==> config.mk <==
export PLATFORM = sky130hd
export DESIGN_NAME = pwrdn_ctl
export DESIGN_NICKNAME = d
export VERILOG_FILES = /design/src/rtl/pwrdn_pkg.sv /design/src/rtl/pwrdn_sync.sv /design/src/rtl/pwrdn_wake_qual.sv /design/src/rtl/pwrdn_count.sv /design/src/rtl/pwrdn_ctl.sv
export SDC_FILE = /design/constraint.sdc
export NUM_CORES = 1
export LEC_CHECK = 0
export ABC_AREA = 1
export ABC_CLOCK_PERIOD_IN_PS = 2600
export BUFFER_PORTS_ARGS = -buffer_cell sky130_fd_sc_hd__buf_2
export CORE_MARGIN = 5
export CORE_UTILIZATION = 55
export DETAILED_ROUTE_END_ITERATION = 10
export HOLD_SLACK_MARGIN = 0.15
export PLACE_DENSITY = 0.77
export SYNTH_ARGS = -nofsm -noshare
export SYNTH_HDL_FRONTEND = slang
export SYNTH_SLANG_ARGS = --single-unit
==> constraint.sdc <==
create_clock -name clk -period 2.6 [get_ports clk]
set_input_delay 0.26 -clock clk [delete_from_list [all_inputs] [get_ports clk]]
set_output_delay 0.26 -clock clk [all_outputs]
set_load 0.005 [all_outputs]
==> src/rtl/pwrdn_pkg.sv <==
package pwrdn_pkg;

    // Controller phases
    typedef enum logic [1:0] {
        PS_ACTIVE   = 2'd0,
        PS_DOWN     = 2'd1,
        PS_RESTART  = 2'd2,
        PS_WAIT_REL = 2'd3
    } pstate_e;

    // Gate bundle driven to the clock tree
    typedef struct packed {
        logic osc;
        logic per;
        logic cpu;
    } gate_t;

    // A pin may wake the part only when low, enabled and level-configured
    function automatic logic irq_qualifies(input logic pin_n, input logic en, input logic lvl);
        return (!pin_n) && en && lvl;
    endfunction

    // Counter width able to hold LIMIT-1
    function automatic int unsigned cnt_width(input int unsigned lim);
        return (lim < 2) ? 1 : $clog2(lim);
    endfunction

endpackage

==> src/rtl/pwrdn_sync.sv <==
module pwrdn_sync #(
    parameter int unsigned W       = 1,
    parameter int unsigned STAGES  = 2,
    parameter logic        RST_VAL = 1'b0
) (
    input  logic         clk,
    input  logic         rst,
    input  logic [W-1:0] d,
    output logic [W-1:0] q
);

    logic [W-1:0] stg [STAGES];

    always_ff @(posedge clk) begin
        if (rst) begin
            for (int s = 0; s < STAGES; s++) begin
                stg[s] <= {W{RST_VAL}};
            end
        end else begin
            stg[0] <= d;
            for (int s = 1; s < STAGES; s++) begin
                stg[s] <= stg[s-1];
            end
        end
    end

    assign q = stg[STAGES-1];

endmodule

==> src/rtl/pwrdn_wake_qual.sv <==
module pwrdn_wake_qual
    import pwrdn_pkg::*;
#(
    parameter int unsigned N_IRQ  = 2,
    parameter int unsigned STAGES = 2
) (
    input  logic             clk,
    input  logic             rst,
    input  logic [N_IRQ-1:0] irq_n,
    input  logic [N_IRQ-1:0] irq_en,
    input  logic [N_IRQ-1:0] irq_lvl,
    output logic             wake_raw,
    output logic             wake_sync
);

    logic [N_IRQ-1:0] irq_n_s;
    logic [N_IRQ-1:0] hit_raw;
    logic [N_IRQ-1:0] hit_sync;

    // Pins idle high, so the synchroniser resets to 1
    pwrdn_sync #(
        .W      (N_IRQ),
        .STAGES (STAGES),
        .RST_VAL(1'b1)
    ) u_isync (
        .clk(clk),
        .rst(rst),
        .d  (irq_n),
        .q  (irq_n_s)
    );

    for (genvar i = 0; i < N_IRQ; i++) begin : g_pin
        // Unclocked path: lets the oscillator start while clocks are stopped
        assign hit_raw[i]  = irq_qualifies(irq_n[i], irq_en[i], irq_lvl[i]);
        // Clocked path: used for every state decision, including release
        assign hit_sync[i] = irq_qualifies(irq_n_s[i], irq_en[i], irq_lvl[i]);
    end

    assign wake_raw  = |hit_raw;
    assign wake_sync = |hit_sync;

endmodule

==> src/rtl/pwrdn_count.sv <==
module pwrdn_count
    import pwrdn_pkg::*;
#(
    parameter int unsigned LIMIT = 16
) (
    input  logic clk,
    input  logic rst,
    input  logic clr,
    input  logic en,
    output logic done
);

    localparam int unsigned CW   = cnt_width(LIMIT);
    localparam logic [CW-1:0] LAST = CW'(LIMIT - 1);

    logic [CW-1:0] cnt_q;

    assign done = en && (cnt_q == LAST);

    always_ff @(posedge clk) begin
        if (rst || clr) begin
            cnt_q <= '0;
        end else if (en && !done) begin
            cnt_q <= cnt_q + 1'b1;
        end
    end

endmodule

==> src/rtl/pwrdn_ctl.sv <==
module pwrdn_ctl
    import pwrdn_pkg::*;
#(
    parameter int unsigned N_IRQ        = 2,
    parameter int unsigned STAB_CYCLES  = 1024,
    parameter int unsigned BURST_CYCLES = 4,
    parameter int unsigned SYNC_STAGES  = 2
) (
    input  logic             clk,
    input  logic             rst,
    input  logic             pwr_wr,
    input  logic             pwr_pd,
    input  logic [N_IRQ-1:0] irq_n,
    input  logic [N_IRQ-1:0] irq_en,
    input  logic [N_IRQ-1:0] irq_lvl,
    input  logic             rst_pin,
    output logic             osc_en,
    output logic             cpu_clk_en,
    output logic             per_clk_en,
    output logic             core_resume,
    output logic             core_rst_req,
    output logic             ram_block
);

    pstate_e state_q, state_d;
    logic    pd_q;
    logic    rflag_q, rflag_d;
    logic    resume_q, rreq_q;
    logic    wake_raw, wake_sync;
    logic    rpin_s, rpin_d, rpin_rise;
    logic    pd_set, irq_exit;
    logic    stab_done, burst_done, burst_active;
    gate_t   gate;

    // Reset pin: asynchronous effects below, synchronised copy for the FSM
    pwrdn_sync #(
        .W      (1),
        .STAGES (SYNC_STAGES),
        .RST_VAL(1'b0)
    ) u_rsync (
        .clk(clk),
        .rst(rst),
        .d  (rst_pin),
        .q  (rpin_s)
    );

    always_ff @(posedge clk) begin
        if (rst) rpin_d <= 1'b0;
        else     rpin_d <= rpin_s;
    end

    assign rpin_rise = rpin_s && !rpin_d;

    pwrdn_wake_qual #(
        .N_IRQ (N_IRQ),
        .STAGES(SYNC_STAGES)
    ) u_wake (
        .clk      (clk),
        .rst      (rst),
        .irq_n    (irq_n),
        .irq_en   (irq_en),
        .irq_lvl  (irq_lvl),
        .wake_raw (wake_raw),
        .wake_sync(wake_sync)
    );

    // Oscillator stabilisation count
    pwrdn_count #(.LIMIT(STAB_CYCLES)) u_stab (
        .clk (clk),
        .rst (rst),
        .clr (state_q != PS_RESTART),
        .en  (state_q == PS_RESTART),
        .done(stab_done)
    );

    // Short execution burst after a reset wake
    assign burst_active = (state_q == PS_ACTIVE) && rflag_q;

    pwrdn_count #(.LIMIT(BURST_CYCLES)) u_burst (
        .clk (clk),
        .rst (rst),
        .clr (!burst_active),
        .en  (burst_active),
        .done(burst_done)
    );

    // Power-down bit: set by software, cleared by an interrupt wake,
    // cleared without a clock by the reset pin
    assign pd_set = pwr_wr && pwr_pd && (state_q == PS_ACTIVE) && !rflag_q && !pd_q;

    always_ff @(posedge clk or posedge rst_pin) begin
        if (rst_pin) begin
            pd_q <= 1'b0;
        end else if (rst) begin
            pd_q <= 1'b0;
        end else if (pd_set) begin
            pd_q <= 1'b1;
        end else if (irq_exit) begin
            pd_q <= 1'b0;
        end
    end

    always_comb begin
        state_d  = state_q;
        rflag_d  = rflag_q;
        irq_exit = 1'b0;
        if (rpin_rise) begin
            state_d = PS_RESTART;
            rflag_d = 1'b1;
        end else begin
            unique case (state_q)
                PS_ACTIVE: begin
                    if (burst_done) rflag_d = 1'b0;
                    if (pd_q)       state_d = PS_DOWN;
                end
                PS_DOWN: begin
                    if (wake_sync) begin
                        state_d  = PS_RESTART;
                        rflag_d  = 1'b0;
                        irq_exit = 1'b1;
                    end
                end
                PS_RESTART: begin
                    if (stab_done) state_d = rflag_q ? PS_ACTIVE : PS_WAIT_REL;
                end
                PS_WAIT_REL: begin
                    if (!wake_sync) state_d = PS_ACTIVE;
                end
                default: state_d = PS_ACTIVE;
            endcase
        end
    end

    always_ff @(posedge clk) begin
        if (rst) begin
            state_q  <= PS_ACTIVE;
            rflag_q  <= 1'b0;
            resume_q <= 1'b0;
            rreq_q   <= 1'b0;
        end else begin
            state_q  <= state_d;
            rflag_q  <= rflag_d;
            resume_q <= (state_q == PS_WAIT_REL) && (state_d == PS_ACTIVE);
            rreq_q   <= burst_done && !rpin_rise;
        end
    end

    always_comb begin
        gate.cpu = (state_q == PS_ACTIVE) && !pd_q;
        gate.per = gate.cpu || (state_q == PS_WAIT_REL);
        gate.osc = (state_q != PS_DOWN) || wake_raw || rst_pin;
    end

    assign osc_en       = gate.osc;
    assign cpu_clk_en   = gate.cpu;
    assign per_clk_en   = gate.per;
    assign core_resume  = resume_q;
    assign core_rst_req = rreq_q;
    assign ram_block    = burst_active;

endmodule

==> impl_metrics.csv, run 1 <==
group,metric,value,unit
clocking,path_clk_slew,0.14,ns
worst_setup_path,slowest_stage,"dfxtp_1",
floorplanning,die_h,56.6,um
clocking,clock_path_buffers,2,
worst_setup_path,cp-end-kind,"output port",
logic_synthesis,syn_area_per_cell,7.15,um2
final_layout,nets,202,
power,p_total,693,uW
outcome,status,"finished clean",
clocking,clock_sinks,25,
routing,drc,0,
worst_setup_path,cp_data_required_time,2.34,ns
worst_setup_path,cp-start-kind,"flop",
timing,worstMarginPinSlew,0.329,ns
routing,vias,1109,
timing,fin_crit_sh,66.1,%
floorplanning,dieArea,3200,um2
logic_synthesis,synth_nets,180,
logic_synthesis,synth_flop_cell,"dfxtp_1",
placed_design,post-dp-hpwl,1870,um
worst_setup_path,reg2reg_from,"u_stab.cnt_q[0]$_SDFFE_PP0P_",
timing,rsz0062_at_grt,"no",
min_path,hold_path.class,"input pin to flop",
timing,drv_slew,0,
worst_setup_path,rr_endpoint,"u_stab.cnt_q[3]$_SDFFE_PP0P_",
timing,finalSetupTns,0,ns
min_path,hold_path_end,"pd_q$_DFFE_PP0P_",
grt,grt_max_degree,16,
job,maxCapViolCount,0,
grt,grt_pass1_vias,1047,
min_path,min_path_cells,2,
floorplanning,initial_core_util,59.0,%
routing,drt_first_pass_iters,4,
logic_synthesis,synth.distinct_cells,29,
clocking,tritoncts,"done",
floorplanning,top_level_ports,17,
worst_setup_path,cp.arrival,1.46,ns
placed_design,placed_area,1300,um2
power,ir_worst_vdd,0.439,mV
routing,via_per_inst,5.16,
power,powerDensity,510,nW/um2
routing,antenna_left,0,
grt,grt_overflow_total,0,
final_layout,final_cell_mix,"44 x nand2_1, 25 x inv_1, 24 x dfxtp_1",
final_layout,postLayoutCellArea,1360,um2
timing,period_needed,1.72,ns
clocking,htreeDepth,1,
clocking,cts-resized-gates,0,
grt,grt_pass1_wl,4100,um
logic_synthesis,synthCells,167,
routing,routed_wl,2420,um
grt,track_usage,16.1,%
floorplanning,rows,16,
logic_synthesis,synth-edff-count,0,
logic_synthesis,async_flop_share,4.00,%
timing,slew_headroom,77.8,%
grt,antenna_found_initial,0,
min_path,hold_start,"rst",
worst_setup_path,max_stage_delay,0.36,ns
placed_design,port_buffers,16,
placed_design,gp_routability_congestion,0.843,
routing,drtIter0Drc,17,
timing,fmax,582,MHz
routing,wire_per_inst,11.2,um
floorplanning,core_area,2020,um2
timing,fin_skew,0.0113,ns
floorplanning,die_w,56.6,um
timing,setup_viol,0,
final_layout,antenna_cells,0,
logic_synthesis,synth_seq_cells,25,
clocking,cts_made_buffers,3,
worst_setup_path,reg2regPathDepth,8,
worst_setup_path,crit_chain,"inv_1 > nand2_1 > nor2_1 > o21bai_1 > buf_2",
clocking,clkLatencyLatePin,0.33,ns
final_layout,area_growth,13.8,%
power,leakage,0.602,nW
timing,hold_violations,0,
worst_setup_path,critical_path_peak_fanout,4,
logic_synthesis,syn_area,1190,um2
clocking,cts_root_buf,"clkbuf_4",
worst_setup_path,worstSetupPathType,"flop to output port",
final_layout,layout_commonest_cell,"nand2_1",
final_layout,drive_above_1_share,17.0,%
worst_setup_path,r2r_slack,0.92,ns
logic_synthesis,synth_warnings,0,
logic_synthesis,synth-seq-area-share,42.3,%
synthesized netlist by cell type, types with 2 or more instances:
cell,n,area share [%]
nand2_1,44,14
inv_1,25,7.9
dfxtp_1,24,40
nor2_1,18,5.7
a21oi_1,11,4.6
nand3_1,11,4.6
nand4_1,5,2.6
o21ai_0,3,1.3
or2_2,3,1.6
ha_1,2,2.1
nor2_2,2,1.0
xor2_1,2,1.5
cell type report:
class	instances	area, um2
fillers	208	663
multi-input cells	114	582
flip-flops and latches	25	505
repair buffers	19	110
inverters	26	97.6
well taps	27	33.8
clock buffers	3	22.5
clock inverters	1	7.51
state kept, by name, summed over array words and instances (netlist names):
name / flops
u_stab.cnt_q: 10
rflag_q: 1
core_resume: 1
core_rst_req: 1
u_rsync.stg: 2
u_burst.cnt_q: 2
state_q: 2
rpin_d: 1
u_wake.u_isync.stg: 4
pd_q: 1
through the flow:
| step | hold WS, ns | std cells | setup slack, ns | utilization (%) |
|---|---|---|---|---|
| 2_1_floorplan | 0.00557 | 167 | 1.30 | - |
| 3_3_place_gp | 0.125 | 208 | 1.07 | 64.2 |
| 3_5_place_dp | 0.132 | 208 | 0.972 | 64.2 |
| 4_1_cts | 0.196 | 215 | 0.862 | 67.2 |
| 5_1_grt | 0.197 | 215 | 0.775 | 67.2 |
| 6_report | 0.208 | 215 | 0.882 | 67.2 |
power by group:
group,switching [mW],internal [mW]
logic,0.0684,0.0429
registers,0.0109,0.397
clock network,0.115,0.0589
total,0.194,0.499
critical path, delay by kind of cell (launching register included):
| kind | cells | cell delay [ns] |
|---|---|---|
| AOI/OAI and AO/OA | 1 | 0.16 |
| buffers and inverters | 2 | 0.29 |
| and+or+nand+nor | 2 | 0.34 |
| DFF | 1 | 0.36 |
layer usage:
layer	global-route usage, %	part of all wire (%)	up-vias
li1	-	-	565
met1	16.7	41	518
met2	29.4	53	21
met3	3.44	4.5	5
met4	8.81	2.0	0
met5	0	0	-
repair_timing:
action / 4_1_cts / 5_1_grt
buffers inserted: 0 / 0
hold buffers: 3 / 0
endpoints found under the hold margin: 3 / 0
worst max path at each step:
stage                                             from                           end  slack [ns]  cells after the start
after floorplan           u_stab.cnt_q[1]$_SDFFE_PP0P_         state_q[1]$_SDFF_PP0_        1.30                      7
after global placement    u_stab.cnt_q[0]$_SDFFE_PP0P_         state_q[1]$_SDFF_PP0_        1.07                      7
after detailed placement  u_stab.cnt_q[0]$_SDFFE_PP0P_  u_stab.cnt_q[9]$_SDFFE_PP0P_        0.97                      8
after CTS                        state_q[1]$_SDFF_PP0_                    per_clk_en        0.86                      5
after global routing      u_stab.cnt_q[0]$_SDFFE_PP0P_  u_stab.cnt_q[5]$_SDFFE_PP0P_        0.77                      8
final                            state_q[1]$_SDFF_PP0_                    per_clk_en        0.88                      5
cell families after synthesis:
group	share of synthesized area, %
and+or+nand+nor	36.6
buffers and inverters	8.91
DFF	42.3
AOI/OAI and AO/OA	7.86
xor gates and xnor gates	2.20
adders and majority gates	2.10
Power figures use the tool's default switching activity.
==> inputs of run 2 (changes only) <==
--- a/config.mk
+++ b/config.mk
@@ -5,14 +5,14 @@
 export SDC_FILE = /design/constraint.sdc
 export NUM_CORES = 1
 export LEC_CHECK = 0
-export ABC_AREA = 1
-export ABC_CLOCK_PERIOD_IN_PS = 2600
+export ABC_AREA = 0
+export ABC_CLOCK_PERIOD_IN_PS = 1700
 export BUFFER_PORTS_ARGS = -buffer_cell sky130_fd_sc_hd__buf_2
 export CORE_MARGIN = 5
-export CORE_UTILIZATION = 55
+export CORE_UTILIZATION = 54
 export DETAILED_ROUTE_END_ITERATION = 10
 export HOLD_SLACK_MARGIN = 0.15
-export PLACE_DENSITY = 0.77
+export PLACE_DENSITY = 0.76
 export SYNTH_ARGS = -nofsm -noshare
 export SYNTH_HDL_FRONTEND = slang
 export SYNTH_SLANG_ARGS = --single-unit
==> constraint.sdc (replaced) <==
create_clock -name clk -period 1.7 [get_ports clk]
set_input_delay 0.17 -clock clk [delete_from_list [all_inputs] [get_ports clk]]
set_output_delay 0.17 -clock clk [all_outputs]
set_load 0.005 [all_outputs]
==> run 2 against run 1 <==
Against the previous run:
- cell area shrank 6.6%
- setup slack lost 0.71 ns
- count of clock-buffer cells in the layout grew 1
- first-iteration DRC count shrank 5.9%
- critical path type is now flop to flop
- critical endpoint is now u_stab.cnt_q[6]$_SDFFE_PP0P_
==> impl_metrics.csv, run 2 <==
group,metric,value,unit
timing,finalSetupTns,0,ns
grt,grt_max_degree,17,
worst_setup_path,reg2regPathDepth,5,
floorplanning,rows,16,
clocking,clock_path_buffers,2,
grt,grt_pass1_wl,3620,um
min_path,min_path_cells,2,
placed_design,port_buffers,16,
final_layout,nets,154,
final_layout,largest-register,"u_stab.cnt_q",
grt,antenna_found_initial,0,
worst_setup_path,cp-start-kind,"flop",
placed_design,post-dp-hpwl,1520,um
logic_synthesis,synth_seq_cells,25,
timing,worstMarginPinSlew,0.429,ns
floorplanning,initial_core_util,56.6,%
final_layout,area_growth,14.2,%
clocking,cts_root_buf,"clkbuf_4",
timing,setup_viol,0,
routing,vias,908,
logic_synthesis,synth-edff-count,0,
worst_setup_path,r2r_slack,0.17,ns
worst_setup_path,worstSetupPathType,"flop to flop",
final_layout,fillers,177,
routing,drt_first_pass_iters,4,
logic_synthesis,syn_area,1110,um2
grt,grt_pass1_vias,873,
logic_synthesis,synth-seq-area-share,45.5,%
floorplanning,die_w,55.4,um
power,ir_worst_vdd,0.591,mV
power,p_total,974,uW
timing,fmax,655,MHz
logic_synthesis,synth_warnings,0,
final_layout,largest_register_ffs,10,
timing,fin_skew,0.00256,ns
floorplanning,dieArea,3060,um2
logic_synthesis,synth_nets,132,
clocking,cts-resized-gates,0,
timing,period_needed,1.53,ns
min_path,hold_start,"rst",
outcome,status,"finished clean",
job,maxCapViolCount,0,
floorplanning,die_h,55.4,um
floorplanning,top_level_ports,17,
routing,wire_per_inst,12.1,um
timing,slew_headroom,71.3,%
worst_setup_path,cp_data_required_time,1.95,ns
timing,drv_slew,0,
worst_setup_path,rr_endpoint,"u_stab.cnt_q[6]$_SDFFE_PP0P_",
worst_setup_path,crit_start,"u_stab.cnt_q[0]$_SDFFE_PP0P_",
placed_design,gp_routability_congestion,0.814,
grt,track_usage,14.4,%
logic_synthesis,async_flop_share,4.00,%
clocking,path_clk_slew,0.12,ns
clocking,cts_made_buffers,3,
routing,drc,0,
worst_setup_path,reg2reg_from,"u_stab.cnt_q[0]$_SDFFE_PP0P_",
final_layout,drive_above_1_share,22.1,%
logic_synthesis,syn_area_per_cell,9.34,um2
final_layout,final_cell_mix,"24 x dfxtp_1, 16 x buf_2, 10 x nand2_1",
worst_setup_path,cp-end-kind,"flop",
power,leakage,0.505,nW
final_layout,layout_commonest_cell,"dfxtp_1",
final_layout,antenna_cells,0,
clocking,clkLatencyLatePin,0.31,ns
worst_setup_path,critical_path_peak_fanout,6,
logic_synthesis,synth.most_common_cell,"dfxtp_1",
logic_synthesis,synth_common_cells,"24 x dfxtp_1, 10 x nand2_1, 9 x nor2_1, 7 x a21oi_1",
final_layout,top_regs,"u_stab.cnt_q: 10 flops, u_wake.u_isync.stg: 4 flops",
min_path,hold_path.class,"input pin to flop",
worst_setup_path,slowest_stage,"dfxtp_1",
grt,grt_overflow_total,0,
clocking,clock_sinks,25,
logic_synthesis,synthTopCellsByArea,"dfxtp_1 43%, nand2_1 3.4%, nor2b_1 3.4%, a21oi_1 3.2%, nor2_1 3.0%",
clocking,tritoncts,"done",
logic_synthesis,synth_top_area_cell,"dfxtp_1",
worst_setup_path,cp.arrival,1.77,ns
worst_setup_path,max_stage_delay,0.41,ns
clocking,htreeDepth,1,
logic_synthesis,synth_top_area_share,43.2,%
routing,drtIter0Drc,16,
routing,antenna_left,0,
timing,fin_crit_sh,89.8,%
worst_setup_path,crit_chain,"ha_1 > and3_4 > o211ai_4 > or3_1 > a21oi_1",
routing,routed_wl,2020,um
min_path,hold_path_end,"u_rsync.stg[0][0]$_SDFF_PP0_",
timing,rsz0062_at_grt,"no",
floorplanning,core_area,1960,um2
logic_synthesis,synthCells,119,
logic_synthesis,synth_flop_cell,"dfxtp_1",
logic_synthesis,synth.distinct_cells,37,
timing,hold_violations,0,
power,powerDensity,767,nW/um2
routing,via_per_inst,5.44,
[run 2: cell types whose count changed in the layout (fill, tap and decap cells not counted), moves of 3 or more]
cell      delta
inv_1       -20
nor2b_1      +6
a31oi_1      +3
nand2_1     -34
a21oi_1      -4
nor2_1       -9
nand3_1      -9
nor3_1       +5
nand2b_1     +4
[run 2: power breakdown]
part	internal (mW)	switching, mW	total [mW]
logic	0.0541	0.0486	0.103
clock network	0.0917	0.160	0.252
registers	0.604	0.0156	0.619
total	0.750	0.224	0.974
[run 2: kinds of logic (layout without fill, tap and decap cells)]
logic type      Yosys count  after routing  share of synthesized area (%)
mux                       2              2                           1.80
compound gates           21             21                           13.5
buf+inv                   8             29                           3.49
xor+xnor                  5              5                           3.94
simple gates             56             56                           29.5
flops                    25             25                           45.5
fa+ha+maj                 2              2                           2.25
[run 2: what timing repair did]
action | 4_1_cts | 5_1_grt
endpoints found under the setup margin | 0 | 0
hold buffers | 3 | 0
setup buffers | 0 | 0
endpoints found under the hold margin | 4 | 0
[run 2: final cells by class]
cell class | instances | area [um2] | share of cell area [%]
sequential | 25 | 505 | 39.8
tap | 27 | 33.8 | 2.66
multi-input combinational | 86 | 567 | 44.7
clock buffer | 4 | 26.3 | 2.07
inverter | 5 | 18.8 | 1.48
timing repair buffer | 20 | 118 | 9.27
[run 2: through the flow]
| stage | std cells | hold WS (ns) | setup WS (ns) | cell area [um2] | utilization [%] |
|---|---|---|---|---|---|
| 6_report | 167 | 0.185 | 0.173 | 1270 | 64.7 |
| 3_5_place_dp | 160 | 0.0329 | 0.198 | 1210 | 61.8 |
| 3_3_place_gp | 160 | 0.0319 | 0.260 | 1210 | 61.8 |
| 5_1_grt | 167 | 0.169 | 0.0610 | 1270 | 64.7 |
| 2_1_floorplan | 119 | -0.0847 | 0.305 | 1110 | - |
| 4_1_cts | 167 | 0.176 | 0.172 | 1270 | 64.7 |
[run 2: how the worst max path moves through the flow]
| stage | depth (start not counted) | slack [ns] | endpoint |
|---|---|---|---|
| 4_1_cts | 5 | 0.17 | state_q[0]$_SDFF_PP0_ |
| 2_1_floorplan | 5 | 0.31 | u_stab.cnt_q[6]$_SDFFE_PP0P_ |
| 3_5_place_dp | 5 | 0.20 | state_q[0]$_SDFF_PP0_ |
| 5_1_grt | 5 | 0.06 | u_stab.cnt_q[3]$_SDFFE_PP0P_ |
| 3_3_place_gp | 5 | 0.26 | state_q[1]$_SDFF_PP0_ |
| 6_report | 5 | 0.17 | u_stab.cnt_q[6]$_SDFFE_PP0P_ |
[run 2: critical path: cells and delay by family (launching register included)]
family | cells | cell delay, ns
DFF | 1 | 0.41
AOI/OAI and AO/OA | 2 | 0.23
adders and majority gates | 1 | 0.28
and+or+nand+nor | 2 | 0.56
[run 2: metal layers]
metal  vias up  global-route usage, %  wire, um
met4         0                   3.47        13
met2        15                   22.6       921
met3         2                   4.90       105
li1        466                      -         -
met5         -                      0         0
met1       425                   18.9       978
==> inputs of run 3 (changes only) <==
--- a/config.mk
+++ b/config.mk
@@ -8,7 +8,7 @@
 export ABC_AREA = 0
 export ABC_CLOCK_PERIOD_IN_PS = 1700
 export BUFFER_PORTS_ARGS = -buffer_cell sky130_fd_sc_hd__buf_2
-export CORE_MARGIN = 5
+export CORE_MARGIN = 4
 export CORE_UTILIZATION = 54
 export DETAILED_ROUTE_END_ITERATION = 10
 export HOLD_SLACK_MARGIN = 0.15
==> run 3 against run 2 <==
Against the previous run:
- via count fell by 1.1%
- clock skew barely moved
- register-to-register slack got worse by 0.04 ns
- non-clock buffer count fell by 1
- core utilization did not move
- sequential share of layout area did not move
- power rose by 0.85%
- largest power group unchanged
- global-route usage rose by 4.2 points
- maximum frequency fell by 2.3%
==> impl_metrics.csv, run 3 (synthesized netlist as in run 2, its figures left out) <==
group,metric,value,unit
outcome,status,"finished clean",
grt,grt_overflow_total,0,
worst_setup_path,rr_endpoint,"u_stab.cnt_q[6]$_SDFFE_PP0P_",
final_layout,postLayoutCellArea,1270,um2
grt,grt_pass1_wl,3910,um
routing,routed_wl,2070,um
worst_setup_path,reg2regPathDepth,5,
floorplanning,die_h,53.4,um
placed_design,post-place-ws,0.170,ns
timing,drv_slew,0,
worst_setup_path,crit_path_end,"u_stab.cnt_q[6]$_SDFFE_PP0P_",
final_layout,final_util,64.7,%
power,ir_worst_vdd,0.565,mV
clocking,clkLatencyLatePin,0.32,ns
timing,worstMarginPinSlew,0.410,ns
routing,drt_first_pass_iters,4,
timing,finalSetupTns,0,ns
timing,rsz0062_at_grt,"no",
final_layout,largest-register,"u_stab.cnt_q",
placed_design,port_buffers,16,
clocking,htreeDepth,1,
worst_setup_path,r2r_slack,0.14,ns
final_layout,drive_above_1_share,22.3,%
routing,drc,0,
floorplanning,rows,16,
grt,track_usage,18.5,%
timing,slew_headroom,72.6,%
final_layout,nets,153,
placed_design,placed_area,1200,um2
clocking,cts_root_buf,"clkbuf_4",
clocking,path_clk_slew,0.13,ns
final_layout,antenna_cells,0,
final_layout,area_growth,14.2,%
clocking,clock_path_buffers,2,
timing,fin_crit_sh,91.9,%
worst_setup_path,cp-end-kind,"flop",
timing,setup_ws,0.137,ns
floorplanning,top_level_ports,17,
placed_design,gp_routability_congestion,0.813,
timing,period_needed,1.56,ns
routing,antenna_left,0,
timing,fin_skew,0.00289,ns
final_layout,top_regs,"u_stab.cnt_q: 10 flops, u_wake.u_isync.stg: 4 flops",
worst_setup_path,cp.arrival,1.82,ns
final_layout,largest_register_ffs,10,
worst_setup_path,cp-start-kind,"flop",
timing,fmax,640,MHz
floorplanning,initial_core_util,56.6,%
worst_setup_path,critical_path_peak_fanout,6,
clocking,tritoncts,"done",
routing,vias,898,
routing,drtIter0Drc,5,
worst_setup_path,crit_start,"u_stab.cnt_q[0]$_SDFFE_PP0P_",
grt,grt_max_degree,17,
routing,via_per_inst,5.41,
power,powerDensity,774,nW/um2
final_layout,layout_commonest_cell,"dfxtp_1",
clocking,cts_made_buffers,3,
timing,setup_viol,0,
power,leakage,0.523,nW
grt,grt_pass1_vias,887,
floorplanning,die_w,53.4,um
min_path,hold_path.class,"input pin to flop",
clocking,post_cts_buffers,0,
power,p_total,982,uW
worst_setup_path,cp_data_required_time,1.96,ns
job,maxCapViolCount,0,
grt,antenna_found_initial,0,
timing,hold_violations,0,
final_layout,final_cell_mix,"24 x dfxtp_1, 16 x buf_2, 10 x nand2_1",
floorplanning,core_area,1960,um2
clocking,clock_sinks,25,
worst_setup_path,reg2reg_from,"u_stab.cnt_q[0]$_SDFFE_PP0P_",
placed_design,post-dp-hpwl,1550,um
routing,wire_per_inst,12.5,um
worst_setup_path,worstSetupPathType,"flop to flop",
floorplanning,dieArea,2850,um2
==> run 3: cell types whose count changed in the layout (fill, tap and decap cells not counted) <==
cell,delta
buf_4,-1
clkbuf_1,-1
clkinv_2,+1
nor3b_2,-1
nor3b_4,+1
==> run 3: per-layer routing <==
metal	track usage, %	up-vias	wire (um)
met5	0	-	0
met4	6.38	0	33
met3	2.54	5	68
met2	29.2	15	951
met1	25.6	416	1020
li1	-	462	-
==> run 3: layout make-up <==
class	count	area, um2
tap	27	33.8
multi-input combinational	86	573
clock inverter	1	5.00
clock buffer	3	22.5
fill	183	693
inverter	5	18.8
timing repair buffer	19	110
sequential	25	505
==> run 3: what timing repair did <==
action,in CTS,in global routing
setup endpoints to repair,0,2
hold endpoints to repair,4,0
hold buffers,3,0
gates resized for setup,0,1
==> run 3: critical path, stage by stage, from the launching register on <==
cell and delay, ns:
dfxtp_1 0.42, ha_1 0.28, and3_4 0.26, o211ai_4 0.09
or3_1 0.32, a21oi_1 0.13
==> run 3: worst min-delay path by stage <==
stage                                         endpoint    start  slack (ns)  depth (start not counted)
after floorplan                       pd_q$_DFFE_PP0P_  rst_pin       -0.08                          1
after global placement                pd_q$_DFFE_PP0P_  rst_pin        0.03                          2
after detailed placement              pd_q$_DFFE_PP0P_  rst_pin        0.04                          2
after CTS                 u_rsync.stg[0][0]$_SDFF_PP0_      rst        0.19                          2
after global routing      u_rsync.stg[0][0]$_SDFF_PP0_      rst        0.21                          2
final                     u_rsync.stg[0][0]$_SDFF_PP0_      rst        0.19                          2
==> run 3: through the flow <==
stage | cells | hold WS (ns)
5_1_grt | 166 | 0.206
2_1_floorplan | 119 | -0.0847
3_3_place_gp | 159 | 0.0303
4_1_cts | 166 | 0.191
6_report | 166 | 0.189
3_5_place_dp | 159 | 0.0419
==> run 3: power breakdown <==
group          total, mW  switching [mW]  internal [mW]
clock network      0.262           0.174         0.0881
logic              0.101          0.0478         0.0530
registers          0.619          0.0152          0.604
